==> src/rtl/ptw_pkg.sv <==
package ptw_pkg;

  typedef enum logic [1:0] {
    FLT_NONE    = 2'd0,
    FLT_INVALID = 2'd1,
    FLT_PROT    = 2'd2,
    FLT_FORMAT  = 2'd3
  } fault_e;

  typedef enum logic [1:0] {
    ACT_NEXT  = 2'd0,
    ACT_PAGE  = 2'd1,
    ACT_FAULT = 2'd2
  } act_e;

  localparam logic [1:0] DT_INVALID = 2'd0;
  localparam logic [1:0] DT_PAGE    = 2'd1;
  localparam logic [1:0] DT_TABLE   = 2'd2;

  localparam logic [1:0] STEP_L1HI = 2'd0;
  localparam logic [1:0] STEP_L1LO = 2'd1;
  localparam logic [1:0] STEP_L2   = 2'd2;
  localparam logic [1:0] STEP_L3   = 2'd3;

  localparam int BIT_WP      = 2;
  localparam int BIT_CI      = 6;
  localparam int BIT_SUPER   = 8;
  localparam int TBL_ADDR_LSB = 4;

endpackage

==> src/rtl/ptw_addr_gen.sv <==
module ptw_addr_gen import ptw_pkg::*; #(
  parameter int VA_W      = 32,
  parameter int AW        = 32,
  parameter int L1_BITS   = 7,
  parameter int L2_BITS   = 6,
  parameter int L3_BITS   = 6,
  parameter int PAGE_BITS = 13
) (
  input  logic [1:0]      step,
  input  logic [VA_W-1:0] vaddr,
  input  logic [AW-1:0]   root,
  input  logic [AW-1:0]   base,
  output logic [AW-1:0]   fetch_addr
);
  localparam int L3_LSB     = PAGE_BITS;
  localparam int L2_LSB     = PAGE_BITS + L3_BITS;
  localparam int L1_LSB     = L2_LSB + L2_BITS;
  localparam int LONG_SHIFT = 3;
  localparam int SHORT_SHIFT = 2;

  logic [AW-1:0] off1, off2, off3;

  assign off1 = AW'(vaddr[L1_LSB +: L1_BITS]) << LONG_SHIFT;
  assign off2 = AW'(vaddr[L2_LSB +: L2_BITS]) << SHORT_SHIFT;
  assign off3 = AW'(vaddr[L3_LSB +: L3_BITS]) << SHORT_SHIFT;

  always_comb begin
    case (step)
      STEP_L1HI: fetch_addr = root + off1;
      STEP_L1LO: fetch_addr = root + off1 + AW'(4);
      STEP_L2:   fetch_addr = base + off2;
      default:   fetch_addr = base + off3;
    endcase
  end
endmodule

==> src/rtl/ptw_decode.sv <==
module ptw_decode import ptw_pkg::*; #(
  parameter int AW = 32
) (
  input  logic [1:0]    step,
  input  logic [31:0]   word,
  input  logic          super_mode,
  input  logic          is_write,
  input  logic          wp_acc,
  output act_e          act,
  output fault_e        flt,
  output logic [AW-1:0] next_base,
  output logic          wp_next
);
  logic [1:0] dt;
  assign dt = word[1:0];

  always_comb begin
    act       = ACT_FAULT;
    flt       = FLT_INVALID;
    next_base = '0;
    wp_next   = wp_acc;
    case (step)
      STEP_L1HI: begin
        wp_next = wp_acc | word[BIT_WP];
        if (dt == DT_TABLE) begin
          if (!super_mode && !word[BIT_SUPER]) flt = FLT_PROT;
          else begin act = ACT_NEXT; flt = FLT_NONE; end
        end else if (dt == DT_PAGE) flt = FLT_FORMAT;
      end
      STEP_L1LO: begin
        act       = ACT_NEXT;
        flt       = FLT_NONE;
        next_base = AW'(word);
      end
      STEP_L2: begin
        wp_next = wp_acc | word[BIT_WP];
        if (dt == DT_TABLE) begin
          act       = ACT_NEXT;
          flt       = FLT_NONE;
          next_base = AW'({word[31:TBL_ADDR_LSB], {TBL_ADDR_LSB{1'b0}}});
        end else if (dt == DT_PAGE) flt = FLT_FORMAT;
      end
      default: begin
        wp_next = wp_acc | word[BIT_WP];
        if (dt == DT_PAGE) begin
          if (is_write && (wp_acc || word[BIT_WP])) flt = FLT_PROT;
          else begin act = ACT_PAGE; flt = FLT_NONE; end
        end else if (dt == DT_TABLE) flt = FLT_FORMAT;
      end
    endcase
  end
endmodule

==> src/rtl/pt_walker.sv <==
module pt_walker import ptw_pkg::*; #(
  parameter int VA_W      = 32,
  parameter int AW        = 32,
  parameter int L1_BITS   = 7,
  parameter int L2_BITS   = 6,
  parameter int L3_BITS   = 6,
  parameter int PAGE_BITS = 13
) (
  input  logic            clk,
  input  logic            rst,
  input  logic            req_valid,
  output logic            req_ready,
  input  logic [VA_W-1:0] req_vaddr,
  input  logic            req_super,
  input  logic            req_write,
  input  logic [AW-1:0]   root_ptr,
  output logic            mem_req,
  output logic [AW-1:0]   mem_addr,
  input  logic            mem_rsp_valid,
  input  logic [31:0]     mem_rsp_data,
  output logic            done,
  output logic [AW-1:0]   paddr,
  output logic            cache_inhibit,
  output logic [1:0]      fault
);
  typedef enum logic {ST_IDLE, ST_WAIT} state_e;

  state_e          state_q;
  logic [1:0]      step_q;
  logic [VA_W-1:0] va_q;
  logic [AW-1:0]   root_q;
  logic            sup_q, wr_q, wp_q;

  logic [1:0]      gen_step;
  logic [VA_W-1:0] gen_va;
  logic [AW-1:0]   gen_root;
  logic [AW-1:0]   gen_addr;
  act_e            dec_act;
  fault_e          dec_flt;
  logic [AW-1:0]   dec_base;
  logic            dec_wp;

  assign req_ready = (state_q == ST_IDLE);
  assign gen_step  = req_ready ? STEP_L1HI : step_q + 2'd1;
  assign gen_va    = req_ready ? req_vaddr : va_q;
  assign gen_root  = req_ready ? root_ptr : root_q;

  ptw_addr_gen #(
    .VA_W(VA_W), .AW(AW), .L1_BITS(L1_BITS), .L2_BITS(L2_BITS),
    .L3_BITS(L3_BITS), .PAGE_BITS(PAGE_BITS)
  ) u_addr (
    .step(gen_step), .vaddr(gen_va), .root(gen_root),
    .base(dec_base), .fetch_addr(gen_addr)
  );

  ptw_decode #(.AW(AW)) u_dec (
    .step(step_q), .word(mem_rsp_data), .super_mode(sup_q),
    .is_write(wr_q), .wp_acc(wp_q), .act(dec_act), .flt(dec_flt),
    .next_base(dec_base), .wp_next(dec_wp)
  );

  always_ff @(posedge clk) begin
    if (rst) begin
      state_q       <= ST_IDLE;
      step_q        <= STEP_L1HI;
      va_q          <= '0;
      root_q        <= '0;
      sup_q         <= 1'b0;
      wr_q          <= 1'b0;
      wp_q          <= 1'b0;
      mem_req       <= 1'b0;
      mem_addr      <= '0;
      done          <= 1'b0;
      paddr         <= '0;
      cache_inhibit <= 1'b0;
      fault         <= FLT_NONE;
    end else begin
      done    <= 1'b0;
      mem_req <= 1'b0;
      case (state_q)
        ST_IDLE: begin
          if (req_valid) begin
            va_q     <= req_vaddr;
            root_q   <= root_ptr;
            sup_q    <= req_super;
            wr_q     <= req_write;
            wp_q     <= 1'b0;
            step_q   <= STEP_L1HI;
            mem_req  <= 1'b1;
            mem_addr <= gen_addr;
            state_q  <= ST_WAIT;
          end
        end
        default: begin
          if (mem_rsp_valid) begin
            wp_q <= dec_wp;
            case (dec_act)
              ACT_NEXT: begin
                step_q   <= step_q + 2'd1;
                mem_req  <= 1'b1;
                mem_addr <= gen_addr;
              end
              ACT_PAGE: begin
                done          <= 1'b1;
                paddr         <= {mem_rsp_data[AW-1:PAGE_BITS], va_q[PAGE_BITS-1:0]};
                cache_inhibit <= mem_rsp_data[BIT_CI];
                fault         <= FLT_NONE;
                state_q       <= ST_IDLE;
              end
              default: begin
                done          <= 1'b1;
                paddr         <= '0;
                cache_inhibit <= 1'b0;
                fault         <= dec_flt;
                state_q       <= ST_IDLE;
              end
            endcase
          end
        end
      endcase
    end
  end

  a_r9_busy_after_accept: assert property (@(posedge clk) disable iff (rst)
    (req_valid && req_ready) |=> !req_ready);
  a_r9_done_one_cycle: assert property (@(posedge clk) disable iff (rst)
    done |=> !done);
  a_r9_read_only_when_busy: assert property (@(posedge clk) disable iff (rst)
    mem_req |-> !req_ready);
  a_r11_fault_clears_result: assert property (@(posedge clk) disable iff (rst)
    (done && fault != FLT_NONE) |-> (paddr == '0 && !cache_inhibit));
  a_r4_offset_kept: assert property (@(posedge clk) disable iff (rst)
    (done && fault == FLT_NONE) |-> paddr[PAGE_BITS-1:0] == va_q[PAGE_BITS-1:0]);
endmodule

==> config.mk <==
export PLATFORM = sky130hd
export DESIGN_NAME = pt_walker
export DESIGN_NICKNAME = d
export VERILOG_FILES = /design/src/rtl/ptw_pkg.sv /design/src/rtl/ptw_addr_gen.sv /design/src/rtl/ptw_decode.sv /design/src/rtl/pt_walker.sv
export SDC_FILE = /design/constraint.sdc
export NUM_CORES = 1
export LEC_CHECK = 0
export ABC_AREA = 1
export ABC_CLOCK_PERIOD_IN_PS = 6800
export CAP_MARGIN = 20
export CORE_MARGIN = 2
export CORE_UTILIZATION = 58
export DETAILED_ROUTE_END_ITERATION = 8
export GPL_TIMING_DRIVEN = 0
export HOLD_SLACK_MARGIN = 0.08
export PLACE_DENSITY = 0.89
export RECOVER_POWER = 25
export SLEW_MARGIN = 20
export SYNTH_ARGS = -nofsm -noshare
export SYNTH_HDL_FRONTEND = slang
export SYNTH_SLANG_ARGS = --single-unit
==> constraint.sdc <==
create_clock -name clk -period 6.8 [get_ports clk]
set_clock_uncertainty 0.15 [all_clocks]
set_input_delay 0.68 -clock clk [delete_from_list [all_inputs] [get_ports clk]]
set_output_delay 0.68 -clock clk [all_outputs]
set_load 0.03 [all_outputs]
# Word level (Yosys, flattened, before mapping)
# Cells that the tools add are included.
[op_classes]
reduce_logical = 14
n_addsub = 5
muxes = 41
n_eq_ne = 10
n_bitwise = 4
[op_table]
columns = ["operator", "n"]
rows = [
  ["two-way mux 32 bit", 7],
  ["one-hot mux 32 bit (2 select lines)", 2],
  ["one-hot mux 32 bit (3 select lines)", 1],
  ["adder 32 x 8 -> 32 bit", 2],
  ["adder 32 x 10 -> 32 bit", 1],
  ["adder 32 x 3 -> 32 bit, second input constant", 1],
  ["two-way mux 2 bit", 16],
  ["one-hot mux 2 bit (3 select lines)", 2],
  ["two-way mux 1 bit", 11],
  ["AND reduction 3 bit", 3],
  ["equality test 2 x 1 -> 1 bit, second input constant", 4],
  ["equality test 2 bit, second input constant", 3],
  ["zero test 2 bit", 3],
  ["!= test 2 bit, second input constant", 2],
  ["one-hot mux 2 bit (2 select lines)", 1],
  ["NOT 1 bit", 3],
  ["OR reduction 3 bit", 1],
  ["adder 2 x 1 -> 2 bit, second input constant", 1],
  ["logical AND 1 bit", 2],
  ["zero test 1 bit", 2],
  ["!= test 2 x 1 -> 1 bit, second input constant", 1],
  ["one-hot mux 1 bit (2 select lines)", 1],
  ["AND reduction 2 bit", 1],
  ["nonzero test 2 bit", 1],
  ["2 further kinds", 2],
]
[word_totals]
elab_cells = 87
ff_bits = 139
output_inout_bits = 70

# Longest topological paths before layout
# Gate-level depths: netlist (run 1).
[logic_depth]
word_depth = 9
ltp_mapped = 30
ltp_nobuf = 24

# Modules after synthesis
# From an unflattened synthesis (run 1), not the netlist that was laid out.
[hier_totals]
cells_unflattened = 1628
area_unflattened_um2 = 9994.6
[by_module_without_submodules]
columns = ["mod", "cells_per_inst", "n_inst", "area_per_inst_um2", "seq_area_each_um2"]
rows = [
  ["pt_walker", 830, 1, 5900.7, 2782.7],
  ["ptw_addr_gen", 725, 1, 3599.7, 0.0],
  ["ptw_decode", 73, 1, 494.2, 0.0],
]

# Least setup slack after synthesis (run 1)
# Ideal clock, no wire load.
[synth_path]
kind = "register to register"
from = "register state_q"
to = "register mem_addr[27]"
stages_incl_launch_ff = 25
path_buffers = 6
arrival_time_ns = 3.733
path_slack_ns = 2.804
cell_sequence = "dfxtp_1 > buf_6 > inv_4 > buf_8 > buf_12 > buf_8 > clkbuf_1 > clkbuf_1 > o21ai_0 > ha_1 > inv_1 > fa_1 > inv_1 > nand4_2 > nor2_4 > nand3_2 > nand3b_4 > nor2_1 > nand2_1 > nor2_4 > nand3_1 > nand2_1 > o21ai_0 > nand3_1 > nand2_1"
[synth_via]
elab_chain_cells = 7
elab_cells_between_ends = 19
classes_between = "add/sub (4); eq/ne (4); mux (8); reduce/logical (3)"
[synth_rtl]
columns = ["element", "line_no", "rtl"]
rows = [
  ["start: declaration", "pt_walker.sv:28", "state_e state_q;"],
  ["start signal: assignment", "pt_walker.sv:64", "state_q <= ST_IDLE;"],
  ["start signal: assignment", "pt_walker.sv:91", "state_q <= ST_WAIT;"],
  ["start signal: assignment", "pt_walker.sv:108", "state_q <= ST_IDLE;"],
  ["two-way mux 32 bit, on equally long branches", "pt_walker.sv:46, pt_walker.sv:45", ""],
  ["adder 32 x 10 -> 32 bit", "ptw_addr_gen.sv:29, ptw_addr_gen.sv:30", ""],
  ["adder 32 x 3 -> 32 bit", "ptw_addr_gen.sv:30", "STEP_L1LO: fetch_addr = root + off1 + AW'(4);"],
  ["one-hot mux 32 bit (3 select lines)", "ptw_addr_gen.sv:28", "case (step)"],
  ["two-way mux 32 bit", "pt_walker.sv:97", "case (dec_act)"],
  ["two-way mux 32 bit", "pt_walker.sv:95", "if (mem_rsp_valid) begin"],
  ["two-way mux 32 bit", "pt_walker.sv:80", "case (state_q)"],
  ["end signal: assignment", "pt_walker.sv:90", "mem_addr <= gen_addr;"],
  ["end signal: assignment", "pt_walker.sv:101", "mem_addr <= gen_addr;"],
  ["end: declaration", "pt_walker.sv:18", "output logic [AW-1:0] mem_addr,"],
]
# Parallel ways exist; a longest one is shown, timed or not. The select of a mux whose other input is x is not followed.
# A chain may end at the register's enable or synchronous reset.

# Final worst setup path (run 1)
[layout_path]
from = "register state_q"
to = "register mem_addr[26]"
# The elaborated chain is that of the path after synthesis.

==> results of run 1 <==
## cell type report
class                      instances  area [sq um]
buffer                            67         320.3
fill                            1318          3934
clock buffer                      18         439.2
clock inverter                    14         150.1
sequential                       139          2783
tap                              216         270.3
timing repair buffer             171          1712
inverter                         175         659.4
multi-input combinational       1088          5445
## worst paths after layout
| kind | endpoint | slack [ps] | cells past startpoint |
|---|---|---|---|
| setup reg to reg | mem_addr[26] | 1450 | 26 |
| hold / removal | va_q[31] | 300 | 2 |
| hold reg to reg | va_q[31] | 300 | 2 |
| setup / recovery | mem_addr[26] | 1450 | 26 |
## power breakdown
part	switching, mW	internal, mW	total (mW)
sequential	0.0329	0.872	0.905
combinational	0.458	0.245	0.702
clock	0.422	0.529	0.951
## stage by stage
stage               util (%)  hold slack (ps)  setup slack (ps)  total power, mW
floorplan                  -            274.5              2804            1.349
finish                 74.96            300.1              1446            2.558
detailed placement     71.21            288.6              1774            1.604
CTS                    74.96            299.7              1637            2.539
global route           74.96            315.3              1062            2.652
global placement       71.21            284.3              1835            1.589
## layer usage
layer  global-route usage [%]  up-vias
li1                         -     5124
met1                    44.34     4777
met2                    62.86      557
met3                    5.822      113
met4                    18.72        0
met5                        0        -
## cell families (layout without fill, tap and decap cells)
kind of cell	Yosys count	count (layout)	share of synthesized area [%]
flops	139	139	30.22
fa+ha+maj	20	20	2.881
buf+inv	242	445	10.64
compound gates	285	285	16.82
simple gates	759	759	37.15
xor+xnor	24	24	2.283
## worst max-delay path, stage by stage, from the launching register on
cell and delay [ps]:
sky130_fd_sc_hd__dfxtp_1 370, sky130_fd_sc_hd__buf_6 160, sky130_fd_sc_hd__buf_4 200, sky130_fd_sc_hd__buf_2 300, sky130_fd_sc_hd__buf_2 310, sky130_fd_sc_hd__nand2_1 370
sky130_fd_sc_hd__nor2_1 230, sky130_fd_sc_hd__clkbuf_1 420, sky130_fd_sc_hd__o211ai_1 180, sky130_fd_sc_hd__o31ai_1 130, sky130_fd_sc_hd__ha_1 260, sky130_fd_sc_hd__fa_1 250
sky130_fd_sc_hd__nand3_1 100, sky130_fd_sc_hd__nand2_1 120, sky130_fd_sc_hd__nand2_1 80, sky130_fd_sc_hd__nand2_1 60, sky130_fd_sc_hd__nand2_1 90, sky130_fd_sc_hd__a21oi_2 170
sky130_fd_sc_hd__nand3_1 210, sky130_fd_sc_hd__nor2_4 230, sky130_fd_sc_hd__nand3_2 140, sky130_fd_sc_hd__nor2_1 290, sky130_fd_sc_hd__nand4_1 130, sky130_fd_sc_hd__nand3_1 100
sky130_fd_sc_hd__nand2_1 60, sky130_fd_sc_hd__nand2_1 60, sky130_fd_sc_hd__nand2_1 60
## cell usage in the layout, fill, tap and decap left out, types with 6 or more instances in the layout
cell type / netlist / final
sky130_fd_sc_hd__clkdlybuf4s50_1: 0 / 119
sky130_fd_sc_hd__ha_1: 18 / 18
sky130_fd_sc_hd__nand3_1: 119 / 119
sky130_fd_sc_hd__clkbuf_1: 51 / 51
sky130_fd_sc_hd__xnor2_1: 8 / 8
sky130_fd_sc_hd__nor2_4: 6 / 6
sky130_fd_sc_hd__a21oi_1: 73 / 73
sky130_fd_sc_hd__clkbuf_16: 0 / 17
sky130_fd_sc_hd__or2_2: 9 / 9
sky130_fd_sc_hd__o21ai_0: 160 / 160
sky130_fd_sc_hd__xor2_1: 16 / 16
sky130_fd_sc_hd__dlygate4sd3_1: 0 / 52
sky130_fd_sc_hd__o211ai_1: 9 / 9
sky130_fd_sc_hd__nand2_1: 360 / 360
sky130_fd_sc_hd__nor2_2: 25 / 25
sky130_fd_sc_hd__o31ai_1: 6 / 6
sky130_fd_sc_hd__nand2_2: 26 / 26
sky130_fd_sc_hd__inv_1: 168 / 168
sky130_fd_sc_hd__buf_2: 9 / 9
sky130_fd_sc_hd__nand4_1: 19 / 19
sky130_fd_sc_hd__nor3_1: 11 / 11
sky130_fd_sc_hd__a31oi_1: 10 / 10
sky130_fd_sc_hd__dfxtp_1: 139 / 139
sky130_fd_sc_hd__nor2_1: 157 / 157
## registers in the layout, indices dropped and copies added, names as in the netlist
name / count
cache_inhibit: 1
done: 1
fault: 2
mem_addr: 32
mem_req: 1
paddr: 32
root_q: 32
state_q: 1
step_q: 2
sup_q: 1
va_q: 32
wp_q: 1
wr_q: 1
==> Flow_metrics.wiki, run 1 <==
{| class="wikitable"
! Metric !! Value
|-
| Post-Route WL || 30.63 mm
|-
| Effective utilization at floorplan || 58.60%
|-
| Floorplan core area || 0.01571 sq mm
|-
| Clock tree sinks || 139
|-
| Final Net Count || 1781
|-
| Final HPWL DP || 23.60 mm
|-
| Kind of end point of the critical path || flip-flop
|-
| Share of post-route cells with drive strength above 1 || 8.553%
|-
| Signed area change from the synthesized netlist to the final layout || 27.93%
|-
| Initial DRC Count || 974
|-
| H-tree Lvls || 4
|-
| Data arrival time of the critical path || 5530 ps
|-
| Type of origin of the critical path || flip-flop
|-
| Measured slew at the worst slew-check pin || 770.7 ps
|-
| Post-synthesis cell type count || 52
|-
| Post-DR wirelength/cell || 16.22 um
|-
| Post-route clock period utilization || 78.73%
|-
| Post-CTS clock slew at the launch and capture registers of the worst setup and hold paths || 70 ps
|-
| Dominant synthesized flop cell || sky130_fd_sc_hd__dfxtp_1
|-
| Slew HR || 48.62%
|-
| Count of instances resized after the clock tree is built || 0
|-
| Global-route wire length before repair || 48.70 mm
|-
| Required time at the worst-slack endpoint || 6980 ps
|-
| Top Metal Used || met4
|-
| GRT Overall Usage || 36.59%
|-
| CTS tree || built
|-
| Die span in y || 130.0 um
|-
| Deepest clock path buffer count || 2
|-
| Port buffer count || 171
|-
| Met1 wire length || 12.00 mm
|-
| Post-route insts no fill || 1888
|-
| Setup bufs post-CTS || 0
|-
| Pin count of the biggest net entering global routing || 17
|-
| Detailed-route DRC error count || 0
|-
| Cell at the root of the clock tree || sky130_fd_sc_hd__clkbuf_16
|-
| Max Cap Violations || 0
|-
| Run status || finished, final reports clean
|-
| Hold path start || va_q[31]
|-
| First element of the critical path || state_q
|-
| Startpoint of the worst-slack reg-to-reg timing path || state_q
|-
| Routed met2 length || 14.55 mm
|-
| Top Ports || 172
|-
| Area of the mapped netlist || 0.009208 sq mm
|-
| Mapped Avg Cell Area || 6.268 sq um
|-
| Fraction of registers with async set or reset after synthesis || 0%
|-
| Antenna Violating Nets Remaining || 0
|-
| Number of diodes added for antenna fixing || 0
|-
| Dominant cell type by area after synthesis || sky130_fd_sc_hd__dfxtp_1
|-
| Vias per cell || 5.599
|-
| Power density cells || 217.2 mW/mm^2
|-
| Shortest period the worst path allows || 5354 ps
|-
| Top post-synthesis cells by area || sky130_fd_sc_hd__dfxtp_1 30%, sky130_fd_sc_hd__nand2_1 15%, sky130_fd_sc_hd__o21ai_0 8.7%, sky130_fd_sc_hd__inv_1 6.8%, sky130_fd_sc_hd__nand3_1 6.5%
|-
| Count of vias placed by the detailed router || 10570
|-
| Crit Path Max Fanout || 10
|-
| Leftover overflow at the end of global routing || 0
|-
| Die Span X || 130.0 um
|-
| Static power due to leakage || 5.129 nW
|-
| RSZ-0062 raised after global routing || false
|-
| Initial antenna violation count || 0
|-
| Vias in the first global route || 10050
|-
| Detailed-routing iteration count for the pre-antenna-repair pass || 6
|-
| Final Max Slew Viols || 0
|-
| Total placed instance area || 0.01119 sq mm
|-
| Clock buffer count from CTS || 17
|-
| Routed length on met3 || 2.691 mm
|-
| Total count of hold-check failures in the final report || 0
|-
| Upper clock frequency limit || 0.1868 GHz
|-
| Gate count after technology mapping || 1469
|-
| Endpoints failing setup || 0
|-
| Number of nets produced by synthesis || 1591
|-
| Sequential-to-total area share from yosys stat || 30.22%
|-
| Most common cell in the netlist || sky130_fd_sc_hd__nand2_1
|-
| Class of the worst hold path || flip-flop to flip-flop
|-
| #FFs+latches synth || 139
|-
| Critical path class || flip-flop to flip-flop
|-
| Number of hold buffers added after CTS || 0
|-
| Share of the synthesized area in the top cell type || 30.22%
|-
| Die footprint || 0.01690 sq mm
|-
| Clock latency at the later pin of the worst-skew pair || 440 ps
|-
| Number of enable flip-flop cells after synthesis || 0
|-
| Placer congestion estimate || 0.9315
|-
| Warning count from the yosys run || 0
|-
| Rows || 46
|-
| Post-Layout Inst Area || 0.01178 sq mm
|-
| Placed insts || 1856
|-
| VDD IR max || 0.1921 mV
|-
| Setup TNS Final || 0 ps
|-
| Synth cell count leaders || 360 x sky130_fd_sc_hd__nand2_1, 168 x sky130_fd_sc_hd__inv_1, 160 x sky130_fd_sc_hd__o21ai_0
|}
Power figures use the tool's default switching activity.
==> run 2: changes to the inputs <==
Settings changed: ABC_CLOCK_PERIOD_IN_PS 6800 to 5400, CORE_UTILIZATION 58 to 54, PLACE_DENSITY 0.89 to 0.84.
Clock period 6.8 ns to 5.4 ns, I/O delays scaled along.
==> Flow_metrics.wiki, run 2 (synthesis results as in run 1) <==
{| class="wikitable"
! Metric !! Value
|-
| Number of diodes added for antenna fixing || 0
|-
| Endpoints failing setup || 0
|-
| Clock tree sinks || 139
|-
| Total count of hold-check failures in the final report || 0
|-
| Cell at the root of the clock tree || sky130_fd_sc_hd__clkbuf_16
|-
| GRT Overall Usage || 34.10%
|-
| Post-CTS clock slew at the launch and capture registers of the worst setup and hold paths || 70 ps
|-
| Initial antenna violation count || 0
|-
| Measured slew at the worst slew-check pin || 768.0 ps
|-
| Top Ports || 172
|-
| Floorplan core area || 0.01664 sq mm
|-
| Effective utilization at floorplan || 55.33%
|-
| Post-Route WL || 30.35 mm
|-
| Filler Cells Inserted || 1451
|-
| Class of the worst hold path || flip-flop to flip-flop
|-
| Kind of end point of the critical path || flip-flop
|-
| Most used cells in the layout excluding fill and tap cells || 359 x sky130_fd_sc_hd__nand2_1, 168 x sky130_fd_sc_hd__inv_1, 158 x sky130_fd_sc_hd__o21ai_0, 157 x sky130_fd_sc_hd__nor2_1, 139 x sky130_fd_sc_hd__dfxtp_1
|-
| Max Cap Violations || 0
|-
| Final Net Count || 1780
|-
| Placed insts || 1860
|-
| Vias per cell || 5.460
|-
| Final HPWL DP || 23.54 mm
|-
| CTS tree || built
|-
| Worst setup timing slack at the placement stage || 357.5 ps
|-
| Critical path class || flip-flop to flip-flop
|-
| H-tree Lvls || 4
|-
| GR Layer Usage met3 || 5.030%
|-
| Initial DRC Count || 789
|-
| Required time at the worst-slack endpoint || 5540 ps
|-
| Clock latency at the later pin of the worst-skew pair || 430 ps
|-
| Antenna Violating Nets Remaining || 0
|-
| Shortest period the worst path allows || 5051 ps
|-
| Data arrival time of the critical path || 5190 ps
|-
| Vias in the first global route || 10050
|-
| Post-DR wirelength/cell || 16.05 um
|-
| Crit Path Max Fanout || 10
|-
| Placer congestion estimate || 0.9462
|-
| Die span in y || 134.6 um
|-
| Clock buffer count from CTS || 17
|-
| Global-route track usage on met2 || 59.98%
|-
| Register Area || 0.002783 sq mm
|-
| Deepest clock path buffer count || 2
|-
| Final Max Slew Viols || 0
|-
| Die Span X || 134.6 um
|-
| RSZ-0062 raised after global routing || false
|-
| Setup TNS Final || 0 ps
|-
| Share of post-route cells with drive strength above 1 || 8.797%
|-
| Total placed instance area || 0.01119 sq mm
|-
| Detailed-route DRC error count || 0
|-
| Upper clock frequency limit || 0.1980 GHz
|-
| Grt met1 use || 41.45%
|-
| Power, Total || 3.244 mW
|-
| Count of vias placed by the detailed router || 10330
|-
| Post-Layout Inst Area || 0.01180 sq mm
|-
| Commonest non-fill, non-tap cell in the layout || sky130_fd_sc_hd__nand2_1
|-
| Post-route clock period utilization || 93.54%
|-
| Run status || finished, final reports clean
|-
| Pin count of the biggest net entering global routing || 17
|-
| Global-route layer with the greatest usage || met2
|-
| Rows || 47
|-
| Power density cells || 275.0 mW/mm^2
|-
| Multi-input logic area || 0.005448 sq mm
|-
| Port buffer count || 171
|-
| Type of origin of the critical path || flip-flop
|-
| Die footprint || 0.01811 sq mm
|-
| Setup bufs post-CTS || 0
|-
| Signed area change from the synthesized netlist to the final layout || 28.13%
|-
| Static power due to leakage || 5.142 nW
|-
| Leftover overflow at the end of global routing || 0
|-
| Worst setup slack after layout || 348.9 ps
|-
| Global-route wire length before repair || 49.19 mm
|-
| Detailed-routing iteration count for the pre-antenna-repair pass || 5
|-
| Slew HR || 48.80%
|-
| Post-route insts no fill || 1891
|-
| VDD IR max || 0.2410 mV
|}
run 2: cell count changes in the layout (fill, tap and decap cells not counted), moves of 2 or more:
cell                       before  now
sky130_fd_sc_hd__clkbuf_2       0    3
sky130_fd_sc_hd__o21ai_1        3    5
sky130_fd_sc_hd__inv_8          4    2
sky130_fd_sc_hd__inv_6          5    7
sky130_fd_sc_hd__o21ai_0      160  158
sky130_fd_sc_hd__clkbuf_1      51   47
run 2: layer usage:
metal	up-vias	routed length [um]
met4	0	1046
met1	4654	12540
met5	-	0
met2	463	14570
met3	76	2189
li1	5132	-
run 2: stage by stage:
stage,util (%),hold WS [ps]
finish,70.89,300.2
global route,70.89,318.3
CTS,70.87,302.2
detailed placement,67.27,291.8
global placement,67.27,283.7
floorplan,-,274.5
run 2: path summary, 6_finish.rpt:
kind	from	to	slack, ps	cells past startpoint
min reg2reg	root_q[5]	root_q[5]	300	2
min	root_q[5]	root_q[5]	300	2
max reg2reg	state_q	mem_addr[22]	350	23
max	state_q	mem_addr[22]	350	23
run 2: layout make-up:
type,count,area share [%]
plain buffers,66,2.715
clock buffers,17,3.606
clock inverters,15,1.485
inverters,175,5.589
multi-input cells,1088,46.18
flip-flops and latches,139,23.59
well taps,220,2.333
repair buffers,171,14.51
run 2: power breakdown:
part | switching (mW) | internal [mW] | total (mW)
logic | 0.572 | 0.308 | 0.880
registers | 0.0399 | 1.10 | 1.14
clock network | 0.529 | 0.697 | 1.23
run 2: what timing repair did:
item / CTS / global route
hold buffers: 0 / 0
setup endpoints to repair: 0 / 9
endpoints found under the hold margin: 0 / 0
resized for setup: 0 / 9
run 2: worst max-delay path, stage by stage, from the launching register on:
cell	delay, ps
sky130_fd_sc_hd__dfxtp_1	390
sky130_fd_sc_hd__buf_6	170
sky130_fd_sc_hd__buf_4	200
sky130_fd_sc_hd__buf_2	300
sky130_fd_sc_hd__buf_2	310
sky130_fd_sc_hd__clkbuf_1	340
sky130_fd_sc_hd__clkbuf_2	320
sky130_fd_sc_hd__nor2_1	70
sky130_fd_sc_hd__o31ai_1	330
sky130_fd_sc_hd__ha_1	240
sky130_fd_sc_hd__fa_1	220
sky130_fd_sc_hd__nand3_1	70
sky130_fd_sc_hd__nand2_1	100
sky130_fd_sc_hd__nand2_1	70
sky130_fd_sc_hd__nand2_1	80
sky130_fd_sc_hd__nand2_1	110
sky130_fd_sc_hd__a21oi_2	180
sky130_fd_sc_hd__nand3_1	230
sky130_fd_sc_hd__nor2_4	240
sky130_fd_sc_hd__nand3_2	150
sky130_fd_sc_hd__nor2_1	270
sky130_fd_sc_hd__nor2_1	60
sky130_fd_sc_hd__o21ai_0	160
sky130_fd_sc_hd__a31oi_1	130
==> run 3: changes to the inputs <==
Settings changed: CORE_UTILIZATION 54 to 40, PLACE_DENSITY 0.84 to 0.66.
==> Flow_metrics.wiki, run 3 (synthesis results as in run 1) <==
{| class="wikitable"
! Metric !! Value
|-
| Commonest non-fill, non-tap cell in the layout || sky130_fd_sc_hd__nand2_1
|-
| Kind of end point of the critical path || flip-flop
|-
| Effective utilization at floorplan || 40.67%
|-
| Measured slew at the worst slew-check pin || 789.6 ps
|-
| Worst setup slack after layout || 416.1 ps
|-
| Critical path's most frequent cell || sky130_fd_sc_hd__nand2_1
|-
| Number of diodes added for antenna fixing || 0
|-
| Detailed-routing iteration count for the pre-antenna-repair pass || 5
|-
| Worst setup timing slack at the placement stage || 286.7 ps
|-
| Run status || finished, final reports clean
|-
| Detailed-route DRC error count || 0
|-
| Die span in y || 155.7 um
|-
| Port buffer count || 171
|-
| Die Span X || 155.7 um
|-
| Dominant delay contributor by cell family on the critical path || simple AND/OR/NAND/NOR gates
|-
| Global-route wire length before repair || 50.13 mm
|-
| Signed area change from the synthesized netlist to the final layout || 28.74%
|-
| Share of post-route cells with drive strength above 1 || 8.732%
|-
| Die footprint || 0.02425 sq mm
|-
| Class of the worst hold path || flip-flop to flip-flop
|-
| Vias per cell || 5.138
|-
| Leftover overflow at the end of global routing || 0
|-
| Cell at the root of the clock tree || sky130_fd_sc_hd__clkbuf_16
|-
| Post-route clock period utilization || 92.29%
|-
| Pin count of the biggest net entering global routing || 17
|-
| Initial DRC Count || 651
|-
| Slew HR || 47.36%
|-
| Power, Total || 3.178 mW
|-
| Count of instances resized after the clock tree is built || 0
|-
| Final Max Slew Viols || 0
|-
| Cell with the biggest individual delay on the critical path || sky130_fd_sc_hd__dfxtp_1
|-
| Buffers and inverters on the worst path || 6
|-
| Crit path depth || 25
|-
| Top Ports || 172
|-
| RSZ-0062 raised after global routing || false
|-
| Post-DR wirelength/cell || 15.99 um
|-
| Final Net Count || 1781
|-
| Maximum cell stage delay along the critical path || 390 ps
|-
| Worst reg2reg path depth || 25
|-
| VDD IR max || 0.2016 mV
|-
| Antenna Violating Nets Remaining || 0
|-
| Rows || 55
|-
| Initial antenna violation count || 0
|-
| Deepest clock path buffer count || 2
|-
| Number of hold buffers added after CTS || 0
|-
| Required time at the worst-slack endpoint || 5580 ps
|-
| Setup bufs post-CTS || 0
|-
| CTS tree || built
|-
| Floorplan core area || 0.02264 sq mm
|-
| Max Cap Violations || 0
|-
| GR Layer Usage met3 || 3.750%
|-
| Final HPWL DP || 24.97 mm
|-
| Most used cells in the layout excluding fill and tap cells || 359 x sky130_fd_sc_hd__nand2_1, 168 x sky130_fd_sc_hd__inv_1, 159 x sky130_fd_sc_hd__o21ai_0, 157 x sky130_fd_sc_hd__nor2_1, 139 x sky130_fd_sc_hd__dfxtp_1
|-
| Static power due to leakage || 5.125 nW
|-
| Total count of hold-check failures in the final report || 0
|-
| Endpoints failing setup || 0
|-
| Critical path class || flip-flop to flip-flop
|-
| Vias in the first global route || 9556
|-
| Hold path cells || 2
|-
| Shortest period the worst path allows || 4984 ps
|-
| GRT Overall Usage || 26.23%
|-
| Setup TNS Final || 0 ps
|-
| Crit Path Max Fanout || 10
|-
| Type of origin of the critical path || flip-flop
|-
| Clock buffer count from CTS || 17
|-
| Count of vias placed by the detailed router || 10060
|-
| Global-route track usage on met2 || 44.37%
|-
| Placer congestion estimate || 0.9251
|-
| Post-Route WL || 31.30 mm
|-
| Clock latency at the later pin of the worst-skew pair || 440 ps
|-
| Data arrival time of the critical path || 5170 ps
|-
| Power density cells || 268.1 mW/mm^2
|-
| Clock tree sinks || 139
|-
| Grt met1 use || 34.07%
|-
| Upper clock frequency limit || 0.2006 GHz
|-
| Global-route layer with the greatest usage || met2
|-
| Post-CTS clock slew at the launch and capture registers of the worst setup and hold paths || 70 ps
|-
| H-tree Lvls || 4
|}
==> run 3: cell count changes in the layout (fill, tap and decap cells not counted) <==
cell | before | now
sky130_fd_sc_hd__clkinv_4 | 1 | 2
sky130_fd_sc_hd__clkinv_8 | 0 | 2
sky130_fd_sc_hd__clkbuf_1 | 47 | 49
sky130_fd_sc_hd__o21ai_0 | 158 | 159
sky130_fd_sc_hd__clkbuf_2 | 3 | 2
sky130_fd_sc_hd__bufinv_16 | 2 | 0
sky130_fd_sc_hd__o21ai_1 | 5 | 4
sky130_fd_sc_hd__inv_6 | 7 | 6
==> run 3: per-layer routing <==
layer	vias up	share of wire, %	wire [um]
li1	5124	-	-
met1	4559	45	14040
met2	327	47	14600
met3	46	5.7	1790
met4	0	2.8	871
met5	-	0	0
==> run 3: power by group <==
part	internal [mW]	switching, mW	leakage, nW
Combinational	0.307	0.572	3.71
Sequential	1.10	0.0384	1.14
Clock	0.611	0.552	0.271
==> run 3: worst paths after layout <==
path	slack [ps]	end	start
max reg2reg	420	mem_addr[26]	state_q
min reg2reg	300	root_q[1]	root_q[1]
max	420	mem_addr[26]	state_q
min	300	root_q[1]	root_q[1]
==> run 3: per-stage QoR <==
step	area, sq um	utilization [%]	instances	hold slack (ps)
2_1_floorplan	9208	-	1469	274.5
4_1_cts	11850	52.33	1957	300.4
5_1_grt	11850	52.36	1957	317.4
3_3_place_gp	11280	49.80	1925	284.1
3_5_place_dp	11280	49.80	1925	292.0
6_report	11850	52.36	1957	299.1
==> run 3: tightest hold or removal path: stages, from the launching register on <==
cell and delay [ps]:
sky130_fd_sc_hd__dfxtp_1 300, sky130_fd_sc_hd__inv_1 50, sky130_fd_sc_hd__a21oi_1 50
==> run 3: cell type report <==
cell class                 instances  area, sq um
clock inverter                    15        147.6
sequential                       139         2783
fill                            2362        10790
buffer                            67        322.8
timing repair buffer             171         1712
tap                              285        356.6
multi-input combinational       1088         5448
inverter                         175        659.4
clock buffer                      17        425.4
